File: config.mk
export PLATFORM = sky130hd
export DESIGN_NAME = pcpwm_timer
export DESIGN_NICKNAME = d
export VERILOG_FILES = /design/src/rtl/pcpwm_pkg.sv /design/src/rtl/pcpwm_prescaler.sv /design/src/rtl/pcpwm_clksel.sv /design/src/rtl/pcpwm_counter.sv /design/src/rtl/pcpwm_wavegen.sv /design/src/rtl/pcpwm_timer.sv
export SDC_FILE = /design/constraint.sdc
export NUM_CORES = 1
export LEC_CHECK = 0
export BUFFER_PORTS_ARGS = -buffer_cell sky130_fd_sc_hd__buf_2
export CAP_MARGIN = 20
export CORE_UTILIZATION = 25
export DETAILED_ROUTE_END_ITERATION = 10
export PLACE_DENSITY_LB_ADDON = 0.25
export SETUP_SLACK_MARGIN = 0.5
export SYNTH_ARGS = -nofsm -noshare
export SYNTH_HDL_FRONTEND = slang
export SYNTH_SLANG_ARGS = --single-unit
File: constraint.sdc
create_clock -name clk -period 4.91 [get_ports clk]
set_clock_uncertainty 0.1 [all_clocks]
set_input_delay 0.7365 -clock clk [delete_from_list [all_inputs] [get_ports clk]]
set_output_delay 0.7365 -clock clk [all_outputs]
set_load 0.005 [all_outputs]
File: src/rtl/pcpwm_pkg.sv
package pcpwm_pkg;

    localparam int CS_W     = 3;
    localparam int NUM_TAPS = 6;

    typedef enum logic [1:0] {
        OUT_OFF    = 2'b00,
        OUT_RSVD   = 2'b01,
        OUT_NONINV = 2'b10,
        OUT_INV    = 2'b11
    } out_mode_e;

    // number of low prescaler bits that must all be ones for tap idx
    function automatic int tap_log2(input int idx);
        case (idx)
            0:       return 3;
            1:       return 5;
            2:       return 6;
            3:       return 7;
            4:       return 8;
            default: return 10;
        endcase
    endfunction

endpackage

File: src/rtl/pcpwm_prescaler.sv
module pcpwm_prescaler
    import pcpwm_pkg::*;
#(
    parameter int PRE_W = 10
) (
    input  logic                clk,
    input  logic                rst_n,
    output logic [NUM_TAPS-1:0] taps_o
);

    typedef struct packed {
        logic [PRE_W-1:0] pre;
    } pre_st_t;

    pre_st_t s_d, s_q;

    always_comb begin
        s_d     = s_q;
        s_d.pre = s_q.pre + 1'b1;
    end

    always_ff @(posedge clk or negedge rst_n) begin
        if (!rst_n) s_q <= '0;
        else        s_q <= s_d;
    end

    for (genvar g = 0; g < NUM_TAPS; g++) begin : g_tap
        localparam int LB = tap_log2(g);
        assign taps_o[g] = &s_q.pre[LB-1:0];
    end


    tap_nest_chk: assert property (@(posedge clk) disable iff (!rst_n)
        taps_o[NUM_TAPS-1] |-> taps_o[0]);


    tap_single_chk: assert property (@(posedge clk) disable iff (!rst_n)
        taps_o[0] |=> !taps_o[0]);

endmodule

File: src/rtl/pcpwm_clksel.sv
module pcpwm_clksel
    import pcpwm_pkg::*;
(
    input  logic [CS_W-1:0]     cs_i,
    input  logic [NUM_TAPS-1:0] taps_i,
    output logic                tick_o
);

    always_comb begin
        tick_o = 1'b0;
        if (cs_i == CS_W'(1)) begin
            tick_o = 1'b1;
        end
        for (int k = 0; k < NUM_TAPS; k++) begin
            if (cs_i == CS_W'(k + 2)) tick_o = taps_i[k];
        end
    end

endmodule

File: src/rtl/pcpwm_counter.sv
module pcpwm_counter #(
    parameter int W = 8
) (
    input  logic         clk,
    input  logic         rst_n,
    input  logic         tick_i,
    input  logic         wr_en_i,
    input  logic [W-1:0] wr_data_i,
    output logic [W-1:0] cnt_o,
    output logic         dir_up_o,
    output logic         block_o
);

    localparam logic [W-1:0] TOP    = '1;
    localparam logic [W-1:0] BOTTOM = '0;

    typedef struct packed {
        logic [W-1:0] cnt;
        logic         up;
        logic         blk;
    } cnt_st_t;

    cnt_st_t s_d, s_q;
    logic    dir_up;

    always_comb begin
        // the end values force the turn; elsewhere the stored slope holds
        if (s_q.cnt == BOTTOM)   dir_up = 1'b1;
        else if (s_q.cnt == TOP) dir_up = 1'b0;
        else                     dir_up = s_q.up;

        s_d = s_q;
        if (wr_en_i) begin
            s_d.cnt = wr_data_i;
            s_d.blk = 1'b1;
        end else if (tick_i) begin
            s_d.cnt = dir_up ? s_q.cnt + 1'b1 : s_q.cnt - 1'b1;
            s_d.up  = dir_up;
            s_d.blk = 1'b0;
        end
    end

    always_ff @(posedge clk or negedge rst_n) begin
        if (!rst_n) s_q <= '{cnt: '0, up: 1'b1, blk: 1'b0};
        else        s_q <= s_d;
    end

    assign cnt_o    = s_q.cnt;
    assign dir_up_o = dir_up;
    assign block_o  = s_q.blk;


    top_turn_chk: assert property (@(posedge clk) disable iff (!rst_n)
        (tick_i && !wr_en_i && cnt_o == TOP) |=> (cnt_o == TOP - 1'b1));


    bottom_turn_chk: assert property (@(posedge clk) disable iff (!rst_n)
        (tick_i && !wr_en_i && cnt_o == BOTTOM) |=> (cnt_o == BOTTOM + 1'b1));


    idle_hold_chk: assert property (@(posedge clk) disable iff (!rst_n)
        (!tick_i && !wr_en_i) |=> $stable(cnt_o));


    wr_prio_chk: assert property (@(posedge clk) disable iff (!rst_n)
        wr_en_i |=> (cnt_o == $past(wr_data_i)));


    wr_mask_chk: assert property (@(posedge clk) disable iff (!rst_n)
        wr_en_i |=> block_o);

endmodule

File: src/rtl/pcpwm_wavegen.sv
module pcpwm_wavegen #(
    parameter int W = 8
) (
    input  logic         clk,
    input  logic         rst_n,
    input  logic         tick_i,
    input  logic [W-1:0] cnt_i,
    input  logic         dir_up_i,
    input  logic         block_i,
    input  logic [1:0]   mode_i,
    input  logic         cmp_wr_en_i,
    input  logic [W-1:0] cmp_wr_data_i,
    input  logic         flag_clr_i,
    output logic [W-1:0] cmp_buf_o,
    output logic         pwm_o,
    output logic         pwm_oe_o,
    output logic         flag_o
);

    localparam logic [W-1:0] TOP = '1;

    typedef struct packed {
        logic [W-1:0] cmp_buf;
        logic [W-1:0] cmp_act;
        logic         lvl;
        logic         flg;
    } wg_st_t;

    wg_st_t s_d, s_q;
    logic   top_tick;
    logic   hit;
    logic   top_case;

    always_comb begin
        top_tick = tick_i && (cnt_i == TOP);
        hit      = tick_i && (cnt_i == s_q.cmp_act) && !block_i;
        top_case = mode_i[1] && (s_q.cmp_act == TOP) && top_tick;

        s_d = s_q;
        if (mode_i[1]) begin
            if (top_case)  s_d.lvl = ~mode_i[0];
            else if (hit)  s_d.lvl = dir_up_i ? mode_i[0] : ~mode_i[0];
        end

        if (hit)             s_d.flg = 1'b1;
        else if (flag_clr_i) s_d.flg = 1'b0;

        if (top_tick)    s_d.cmp_act = s_q.cmp_buf;
        if (cmp_wr_en_i) s_d.cmp_buf = cmp_wr_data_i;
    end

    always_ff @(posedge clk or negedge rst_n) begin
        if (!rst_n) s_q <= '0;
        else        s_q <= s_d;
    end

    assign cmp_buf_o = s_q.cmp_buf;
    assign pwm_oe_o  = mode_i[1];
    assign pwm_o     = mode_i[1] & s_q.lvl;
    assign flag_o    = s_q.flg;


    mask_flag_chk: assert property (@(posedge clk) disable iff (!rst_n)
        (tick_i && block_i && !flag_o) |=> !flag_o);


    act_hold_chk: assert property (@(posedge clk) disable iff (!rst_n)
        !(tick_i && cnt_i == TOP) |=> $stable(s_q.cmp_act));


    top_level_chk: assert property (@(posedge clk) disable iff (!rst_n)
        (tick_i && cnt_i == TOP && s_q.cmp_act == TOP && mode_i == 2'b10)
        |=> s_q.lvl);


    off_hold_chk: assert property (@(posedge clk) disable iff (!rst_n)
        !mode_i[1] |=> $stable(s_q.lvl));

endmodule

File: src/rtl/pcpwm_timer.sv
module pcpwm_timer
    import pcpwm_pkg::*;
#(
    parameter int CNT_W = 8,
    parameter int PRE_W = 10
) (
    input  logic             clk,
    input  logic             rst_n,
    input  logic [2:0]       clk_sel,
    input  logic [1:0]       out_mode,
    input  logic             cnt_wr_en,
    input  logic [CNT_W-1:0] cnt_wr_data,
    input  logic             cmp_wr_en,
    input  logic [CNT_W-1:0] cmp_wr_data,
    input  logic             flag_clr,
    output logic [CNT_W-1:0] cnt_value,
    output logic [CNT_W-1:0] cmp_value,
    output logic             pwm_out,
    output logic             pwm_oe,
    output logic             match_flag
);

    logic [NUM_TAPS-1:0] taps;
    logic                tick;
    logic                dir_up;
    logic                block;

    pcpwm_prescaler #(.PRE_W(PRE_W)) u_pre (
        .clk    (clk),
        .rst_n  (rst_n),
        .taps_o (taps)
    );

    pcpwm_clksel u_sel (
        .cs_i   (clk_sel),
        .taps_i (taps),
        .tick_o (tick)
    );

    pcpwm_counter #(.W(CNT_W)) u_cnt (
        .clk       (clk),
        .rst_n     (rst_n),
        .tick_i    (tick),
        .wr_en_i   (cnt_wr_en),
        .wr_data_i (cnt_wr_data),
        .cnt_o     (cnt_value),
        .dir_up_o  (dir_up),
        .block_o   (block)
    );

    pcpwm_wavegen #(.W(CNT_W)) u_wg (
        .clk           (clk),
        .rst_n         (rst_n),
        .tick_i        (tick),
        .cnt_i         (cnt_value),
        .dir_up_i      (dir_up),
        .block_i       (block),
        .mode_i        (out_mode),
        .cmp_wr_en_i   (cmp_wr_en),
        .cmp_wr_data_i (cmp_wr_data),
        .flag_clr_i    (flag_clr),
        .cmp_buf_o     (cmp_value),
        .pwm_o         (pwm_out),
        .pwm_oe_o      (pwm_oe),
        .flag_o        (match_flag)
    );


    reset_chk: assert property (@(posedge clk)
        !rst_n |=> (cnt_value == '0 && !match_flag && cmp_value == '0) || !rst_n);

endmodule

==> results of run 1 <==
[report_power, final]
group,internal (uW),switching (uW),total [uW]
logic,152,149,301
clock network,113,113,226
registers,343,45.3,389
[registers in the layout, indices dropped and copies added (netlist names)]
signal / cells
u_cnt.s_q: 1
u_cnt.cnt_o: 8
u_wg.s_q: 9
u_pre.s_q: 10
u_wg.flag_o: 1
u_cnt.block_o: 1
u_wg.cmp_buf_o: 8
[kinds of logic after synthesis]
logic type | share of synthesized area [%]
flip-flops | 43.8
adder cells (fa/ha/maj) | 6.10
AND/OR/NAND/NOR | 10.5
buffers and inverters | 7.59
AO/OA/AOI/OAI | 9.66
multiplexers | 13.5
XOR/XNOR | 8.86
[cell usage in the layout, fill, tap and decap left out, drive strengths merged, types with 2 or more instances in the layout]
cell type,instances
a21o,4
a21oi,4
a22oi,2
and3,3
buf,44
clkbuf,6
dfrtp,37
ha,9
inv,4
mux2,19
mux2i,5
nand2,10
nand3,8
nand4,6
nor2,4
nor2b,2
nor4,2
o21ai,10
o31ai,2
xnor2,15
xor2,7
[cell type report]
class | instances | area (um2)
inverter | 4 | 15.0
timing repair buffer | 44 | 220
tap | 105 | 131
clock inverter | 2 | 12.5
fill | 875 | 5830
multi-input combinational | 125 | 1060
sequential | 38 | 952
clock buffer | 6 | 82.6
[metrics by stage]
stage | setup WS [ps] | util, %
after floorplan | 2410 | -
after global placement | 2130 | 28.6
after detailed placement | 2110 | 28.6
after CTS | 2070 | 29.8
after global routing | 1750 | 29.8
final | 2090 | 29.8
[final timing paths]
check	slack (ps)	start	depth (start not counted)	end
min	360	u_pre.s_q[0]	1	u_pre.s_q[0]
max in group asynchronous	3710	rst_n	1	u_wg.cmp_buf_o[1]
max reg2reg	2090	u_cnt.cnt_o[0]	11	u_cnt.cnt_o[6]
min reg2reg	360	u_pre.s_q[0]	1	u_pre.s_q[0]
min in group asynchronous	460	rst_n	1	u_cnt.cnt_o[6]
max	2090	u_cnt.cnt_o[0]	11	u_cnt.cnt_o[6]
[metal layers]
metal / vias up / track usage, % / wire length (um)
met4: 0 / 2.27 / 18
met5: - / 0 / 0
li1: 715 / - / -
met3: 2 / 2.55 / 196
met1: 699 / 14.3 / 2150
met2: 28 / 16.4 / 2010
==> out/summary.txt, run 1 <==
RSZ-0062 raised after global routing: no
Cells after Synth: 188
WP buf/inv: 1
Max_slew headroom: 42.7%
CP Max Fanout: 7
Placed Area: 0.00238 mm2
Post-DR vias/cell: 4.46
Core area: 0.00830 mm2
Final setup fails: 0
Achievable Freq: 0.354 GHz
Final net count: 254
Main synth FF type: dfrtp_1
Yosys cell types: 44
Hold Worst Slack: 361 ps
Worst setup path class: flop to flop
Placed cell count: 316
Status: complete, no violations
Most common cell in the netlist: dfrtp_1
Hold buffers post-CTS: 0
Final period util: 57.5%
Max stage delay on crit path: 500 ps
Longest Clk Path Bufs: 2
First-pass GRT wire length: 7.13 mm
Largest area contributor in the netlist: dfrtp_1
Post-DP HPWL: 3.36 mm
Height of the die: 95.3 um
Arrival @ worst endpoint: 2890 ps
Post-synthesis sequential area ratio: 43.8%
Die width: 95.3 um
Post-synthesis cell area: 0.00218 mm2
Final Total Pwr: 916 uW
Worst-margin pin slew: 860 ps
I/O Pins: 45
Crit path required time: 4980 ps
Clk sinks: 38
Routed Wire Length: 4.38 mm
Vias in the first global route: 1432
Share of the synthesized area in the top cell type: 42.6%
Synth top area cells: dfrtp_1, xnor2_1, buf_4
Seq cells post-synth: 38
Fin area: 0.00247 mm2
YS warnings: 0
Critical-path cell list: nor4_1 > nand2_1 > nand2_1 > inv_1 > fa_1 > a21o_1 > a21oi_1 > o21bai_1 > a21oi_1 > xor2_1 > o21ai_0
Crit. End Element: flop
H-tree levels: 2
Startpoint type of the worst setup path: flop
Syn_nets: 224
Post-CTS Setup Bufs: 0
Non-Filler Instances: 324
Setup_tns: 0 ps
Ant. Diodes: 0
Synth async-reset ratio: 100%
Syn avg cell area: 11.6 um2
Share of layout cells above drive strength 1: 34.2%
Power Dens Cells: 370 mW/mm2
Fin. max-slew vios: 0
Final Critical Period: 2820 ps
Max Cap Viol: 0
Final Hold Vio Count: 0
Min-delay worst type: flop to flop
Static Leakage: 0.00113 uW
CTS tree: done
Vias after detailed routing: 1444
Die area: 0.00908 mm2
Antenna violations before repair: 0
Total CTS buffers: 5
Drt pass-1 iters: 4
Clock Tree Root: clkbuf_8
DRC: 0
Peak VDD IR: 0.000116 V
EDFF count, synth: 0
Iteration-0 DRC Markers: 47
Max stage delay cell, worst path: dfrtp_1
WL per Instance: 13.5 um
Area added between synthesis and finish: 13.6%
Initial Util: 26.2%
Clk_lat worst skew: 280 ps
IO Port Bufs: 44
Post-route ant nets: 0
Delay-heaviest family, CP: compound AO/OA/AOI/OAI gates
CTS resizes: 0
Largest net degree at the start of global routing: 39
GR Util All Layers: 10.4%
Grt ovf: 0
Global placement routability congestion: 0.737
Std-Cell Rows: 33
Clk pin slew, worst setup/hold paths: 80 ps
Post-synth top cells: dfrtp_1, buf_4, xnor2_1
Note: power is estimated with default switching activity, not from simulation.
==> inputs of run 2 (changes only) <==
Clock period 4.91 ns to 2.6 ns, I/O delays scaled along.
==> out/summary.txt, run 2 (synthesis results as in run 1) <==
Post-DR vias/cell: 4.46 (about the same)
DRC: 0 (unchanged)
Vias after detailed routing: 1583 (+9.6%)
Post-route ant nets: 0 (unchanged)
Area taken by flip-flops and latches: 956 um2 (+0.39%)
Worst-margin pin slew: 523 ps (-337 ps)
Final Util: 35.2% (+5.4 points)
Longest Clk Path Bufs: 2 (unchanged)
Static Leakage: 0.00132 uW (+16%)
Status: complete, no violations
Reg-to-reg endpoint: u_cnt.cnt_o[6]
Drt pass-1 iters: 4 (unchanged)
I/O Pins: 45 (unchanged)
CTS tree: done
Routed Wire Length: 4.96 mm (+13%)
Max stage delay on crit path: 420 ps (-80 ps)
Die area: 0.00908 mm2 (unchanged)
GRT busiest layer: met2
Power Dens Cells: 708 mW/mm2 (+91%)
Top Registers: u_pre.s_q (10), u_wg.s_q (9)
Crit path required time: 2680 ps (-2300 ps)
Delay-heaviest family, CP: compound AO/OA/AOI/OAI gates
Hold EP: u_wg.flag_o
Min-delay worst type: input port to flop
Die width: 95.3 um (unchanged)
Most frequent cells in the layout: buf_2, dfrtp_1, buf_4
Initial Util: 26.2% (unchanged)
H-tree levels: 2 (unchanged)
Reg2Reg Depth: 11 (unchanged)
Max Cap Viol: 0 (unchanged)
Placed Area: 0.00249 mm2 (+4.9%)
Share of layout cells above drive strength 1: 54.4% (+20 points)
Largest register by flop count: u_pre.s_q
WP buf/inv: 1 (unchanged)
First-pass GRT wire length: 7.99 mm (+12%)
Critical-path cell list: nor4_2 > nand2_1 > nand2_2 > inv_6 > fa_2 > a21o_1 > a21oi_2 > o21bai_1 > a21oi_1 > xor2_1 > o21ai_1
Clk pin slew, worst setup/hold paths: 80 ps (about the same)
Fin area: 0.00292 mm2 (+18%)
RSZ-0062 raised after global routing: yes
Met3 Use GR: 4.70% (+2.2 points)
Height of the die: 95.3 um (unchanged)
Final period util: 92.9% (+35 points)
Vias in the first global route: 1629 (+14%)
CP Max Fanout: 4 (-3)
Std-Cell Rows: 33 (unchanged)
Crit. End Element: flop
Grt ovf: 0 (unchanged)
Max stage delay cell, worst path: dfrtp_1
Largest net degree at the start of global routing: 22 (-44%)
R2r setup slk: 190 ps (-1900 ps)
Core area: 0.00830 mm2 (unchanged)
Clock Tree Root: clkbuf_8
Final net count: 285 (+12%)
IO Port Bufs: 44 (unchanged)
Startpoint type of the worst setup path: flop
Clk sinks: 38 (unchanged)
WHS Path Cells: 2 (+1)
Final Critical Period: 2410 ps (-410 ps)
Most common cell after layout, fill and taps aside: buf_2
GR Util All Layers: 11.9% (+1.5 points)
Setup_tns: 0 ps (unchanged)
Iteration-0 DRC Markers: 46 (-2.1%)
# fillers: 846 (-3.3%)
Antenna violations before repair: 0 (unchanged)
Fin. max-slew vios: 0 (unchanged)
R2R Path Start: u_cnt.cnt_o[4]
WL per Instance: 14.0 um (+3.4%)
Arrival @ worst endpoint: 2490 ps (-400 ps)
Post-DP HPWL: 3.65 mm (+8.4%)
Max_slew headroom: 65.1% (+22 points)
Clk_lat worst skew: 290 ps (about the same)
Final Hold Vio Count: 0 (unchanged)
Ant. Diodes: 0 (unchanged)
Global placement routability congestion: 0.764 (+3.7%)
Final setup fails: 0 (unchanged)
Peak VDD IR: 0.000192 V (+65%)
Total CTS buffers: 5 (unchanged)
Met2 usage: 18.6% (+2.3 points)
M1 GR Usage: 15.1% (+0.79 points)
Achievable Freq: 0.414 GHz (+17%)
Hold path startpoint: flag_clr
Worst setup path class: flop to flop
Max reg flops: 10 (unchanged)
Multi-input gate area: 0.00123 mm2 (+16%)
Area added between synthesis and finish: 34.1%
-- run 2: timing repair --
| item | CTS | global route |
|---|---|---|
| buffers inserted | 18 | 3 |
| pin swaps | 14 | 15 |
| gates resized for setup | 30 | 4 |
| endpoints found under the setup margin | 20 | 20 |
| endpoints found under the hold margin | 20 | 0 |
| hold buffers | 1 | 0 |
-- run 2: report_power, final --
group          switching [uW]  internal, uW
clock                     222           213
combinational             421           507
sequential               51.6           651
-- run 2: worst max-delay path by stage --
stage | from | to | slack (ps) | depth (start not counted)
floorplan | u_cnt.cnt_o[1] | u_cnt.cnt_o[6] | 310 | 11
global placement | u_cnt.cnt_o[4] | u_cnt.cnt_o[6] | 100 | 11
detailed placement | u_cnt.cnt_o[4] | u_cnt.cnt_o[6] | 130 | 11
CTS | u_cnt.cnt_o[6] | u_cnt.cnt_o[6] | 230 | 11
global route | u_cnt.cnt_o[4] | u_cnt.cnt_o[6] | 30 | 11
finish | u_cnt.cnt_o[4] | u_cnt.cnt_o[6] | 190 | 11
-- run 2: final cells by class --
type	instances	share of cell area [%]
clock buffer	6	2.83
inverter	4	0.686
clock inverter	2	0.429
multi-input combinational	125	42.2
tap	105	4.50
timing repair buffer	75	16.6
sequential	38	32.8
-- run 2: stage by stage --
step | setup WS [ps] | total power, uW | hold WS, ps | std cells
2_1_floorplan | 309 | 1270 | -5.59 | 188
3_3_place_gp | 101 | 1440 | 289 | 325
3_5_place_dp | 125 | 1440 | 298 | 325
4_1_cts | 227 | 2080 | 180 | 352
5_1_grt | 32.9 | 2210 | 175 | 355
6_report | 186 | 2070 | 190 | 355
-- run 2: layer usage --
layer / wire length, um / vias to the layer above
li1: - / 774
met1: 2220 / 771
met2: 2340 / 33
met4: 40 / 0
met3: 360 / 5
met5: 0 / -
==> inputs of run 3 (changes only) <==
Settings changed: SETUP_SLACK_MARGIN 0.5 to 0.05.
==> out/summary.txt, run 3 (synthesis results as in run 1) <==
Status: complete, no violations
Die area: 0.00908 mm2 (unchanged)
Initial Util: 26.2% (unchanged)
Most Frequent Cell on Critical Path: mux2_1
DRC: 0 (unchanged)
Final setup fails: 0 (unchanged)
Post-DR vias/cell: 4.38 (-1.8%)
WL per Instance: 13.3 um (-4.5%)
Most common cell after layout, fill and taps aside: buf_2
Top Registers: u_pre.s_q (10), u_wg.s_q (9)
Area added between synthesis and finish: 21.2%
Core area: 0.00830 mm2 (unchanged)
Max stage delay on crit path: 430 ps (about the same)
Height of the die: 95.3 um (unchanged)
Routed Wire Length: 4.52 mm (-8.8%)
Antenna violations before repair: 0 (unchanged)
Vias after detailed routing: 1485 (-6.2%)
Post-layout worst setup margin: 158 ps (-27.5 ps)
# fillers: 868 (+2.6%)
Crit path required time: 2670 ps (about the same)
IO Port Bufs: 44 (unchanged)
Iteration-0 DRC Markers: 41 (-11%)
Max Cap Viol: 0 (unchanged)
Power Dens Cells: 734 mW/mm2 (+3.6%)
Global placement routability congestion: 0.774 (+1.2%)
Std-Cell Rows: 33 (unchanged)
Min-delay worst type: input port to async pin
Achievable Freq: 0.410 GHz (-1.1%)
Max_slew headroom: 41.3% (-24 points)
Total CTS buffers: 5 (unchanged)
Crit. End Element: flop
Clock Tree Root: clkbuf_8
Fin. max-slew vios: 0 (unchanged)
Arrival @ worst endpoint: 2510 ps (+20 ps)
Longest Clk Path Bufs: 2 (unchanged)
Max reg flops: 10 (unchanged)
CP Max Fanout: 5 (+1)
Vias in the first global route: 1466 (-10%)
Die width: 95.3 um (unchanged)
Largest register by flop count: u_pre.s_q
Peak VDD IR: 0.000222 V (+16%)
Max stage delay cell, worst path: dfrtp_2
Final Total Pwr: 1940 uW (-6.3%)
Hold buffers post-CTS: 0 (-1)
Critical-path cell list: nand4_1 > o21ai_1 > nand2_1 > inv_2 > ha_1 > a21o_1 > a21oi_2 > xnor2_1 > mux2_1 > mux2_1
I/O Pins: 45 (unchanged)
Final net count: 269 (-5.6%)
RSZ-0062 raised after global routing: yes
Clk sinks: 38 (unchanged)
Clk_lat worst skew: 280 ps (about the same)
Worst-margin pin slew: 881 ps (+358 ps)
Final Hold Vio Count: 0 (unchanged)
Static Leakage: 0.00121 uW (-7.9%)
Grt ovf: 0 (unchanged)
Setup_tns: 0 ps (unchanged)
Startpoint type of the worst setup path: flop
Drt pass-1 iters: 4 (unchanged)
H-tree levels: 2 (unchanged)
First-pass GRT wire length: 7.34 mm (-8.1%)
CTS tree: done
Final Critical Period: 2440 ps (+27.5 ps)
Share of layout cells above drive strength 1: 41.9% (-13 points)
GR Util All Layers: 10.7% (-1.2 points)
Most frequent cells in the layout: buf_2, dfrtp_1, xnor2_1, buf_4
Largest net degree at the start of global routing: 39 (+77%)
Placement Setup Slack: 37.0 ps (-88.1 ps)
Post-DP HPWL: 3.51 mm (-3.7%)
Ant. Diodes: 0 (unchanged)
Final period util: 93.9% (+1.1 points)
Worst setup path class: flop to flop
Post-route ant nets: 0 (unchanged)
Clk pin slew, worst setup/hold paths: 80 ps (about the same)
## run 3: cell count changes in the layout (fill, tap and decap cells not counted), sizes merged
cell	before	now
buf	74	59
clkinvlp	1	0
dlygate4sd3	1	0
clkbuf	6	7
clkinv	1	0
bufinv	0	1
## run 3: timing repair
action,CTS,global route
resized for setup,2,10
buffers inserted,0,1
setup endpoints to repair,3,5
pin swaps,0,1
## run 3: layer usage
layer	part of all wire, %	GRT usage [%]	up-vias
met1	49	15.4	709
met3	5.6	3.27	2
li1	-	-	739
met4	0.33	2.27	0
met5	0	0	-
met2	45	15.7	35
## run 3: final cells by class
cell class | instances | area (um2) | share of cell area [%]
clock buffer | 7 | 76.3 | 2.89
clock inverter | 1 | 30.0 | 1.14
inverter | 4 | 15.0 | 0.569
multi-input combinational | 125 | 1100 | 41.6
sequential | 38 | 956 | 36.2
tap | 105 | 131 | 4.98
timing repair buffer | 59 | 333 | 12.6
## run 3: critical path, delay by kind of cell, from the launching register on
| kind | cells | cell delay (ps) |
|---|---|---|
| DFF | 1 | 430 |
| buffers and inverters | 1 | 110 |
| xor gates and xnor gates | 1 | 70 |
| and+or+nand+nor | 2 | 270 |
| AOI/OAI and AO/OA | 3 | 540 |
| adders and majority gates | 1 | 240 |
| muxes | 2 | 560 |
## run 3: path summary, 6_finish.rpt
kind                                 from              to  slack, ps  depth (start not counted)
setup reg to reg           u_cnt.cnt_o[3]  u_cnt.cnt_o[3]        160                         10
hold / removal                      rst_n  u_cnt.cnt_o[2]        120                          1
hold reg to reg              u_pre.s_q[0]    u_pre.s_q[0]        360                          1
min in group clk                 flag_clr     u_wg.flag_o        190                          2
max in group asynchronous           rst_n  u_cnt.cnt_o[3]       1670                          1
setup / recovery           u_cnt.cnt_o[3]  u_cnt.cnt_o[3]        160                         10
## run 3: power by group
group / total (uW) / leakage, uW / switching (uW) / internal, uW
Combinational: 730 / 0.000687 / 347 / 384
Sequential: 717 / 0.000472 / 66.0 / 652
Clock: 487 / 0.0000524 / 200 / 287
## run 3: through the flow
stage | cells | hold WS [ps] | instance area (um2) | utilization (%)
6_report | 339 | 123 | 2640 | 31.8
5_1_grt | 339 | 194 | 2640 | 31.8
4_1_cts | 338 | 161 | 2590 | 31.3
3_5_place_dp | 330 | 349 | 2480 | 29.9
3_3_place_gp | 330 | 343 | 2480 | 29.9
2_1_floorplan | 188 | -5.59 | 2180 | -
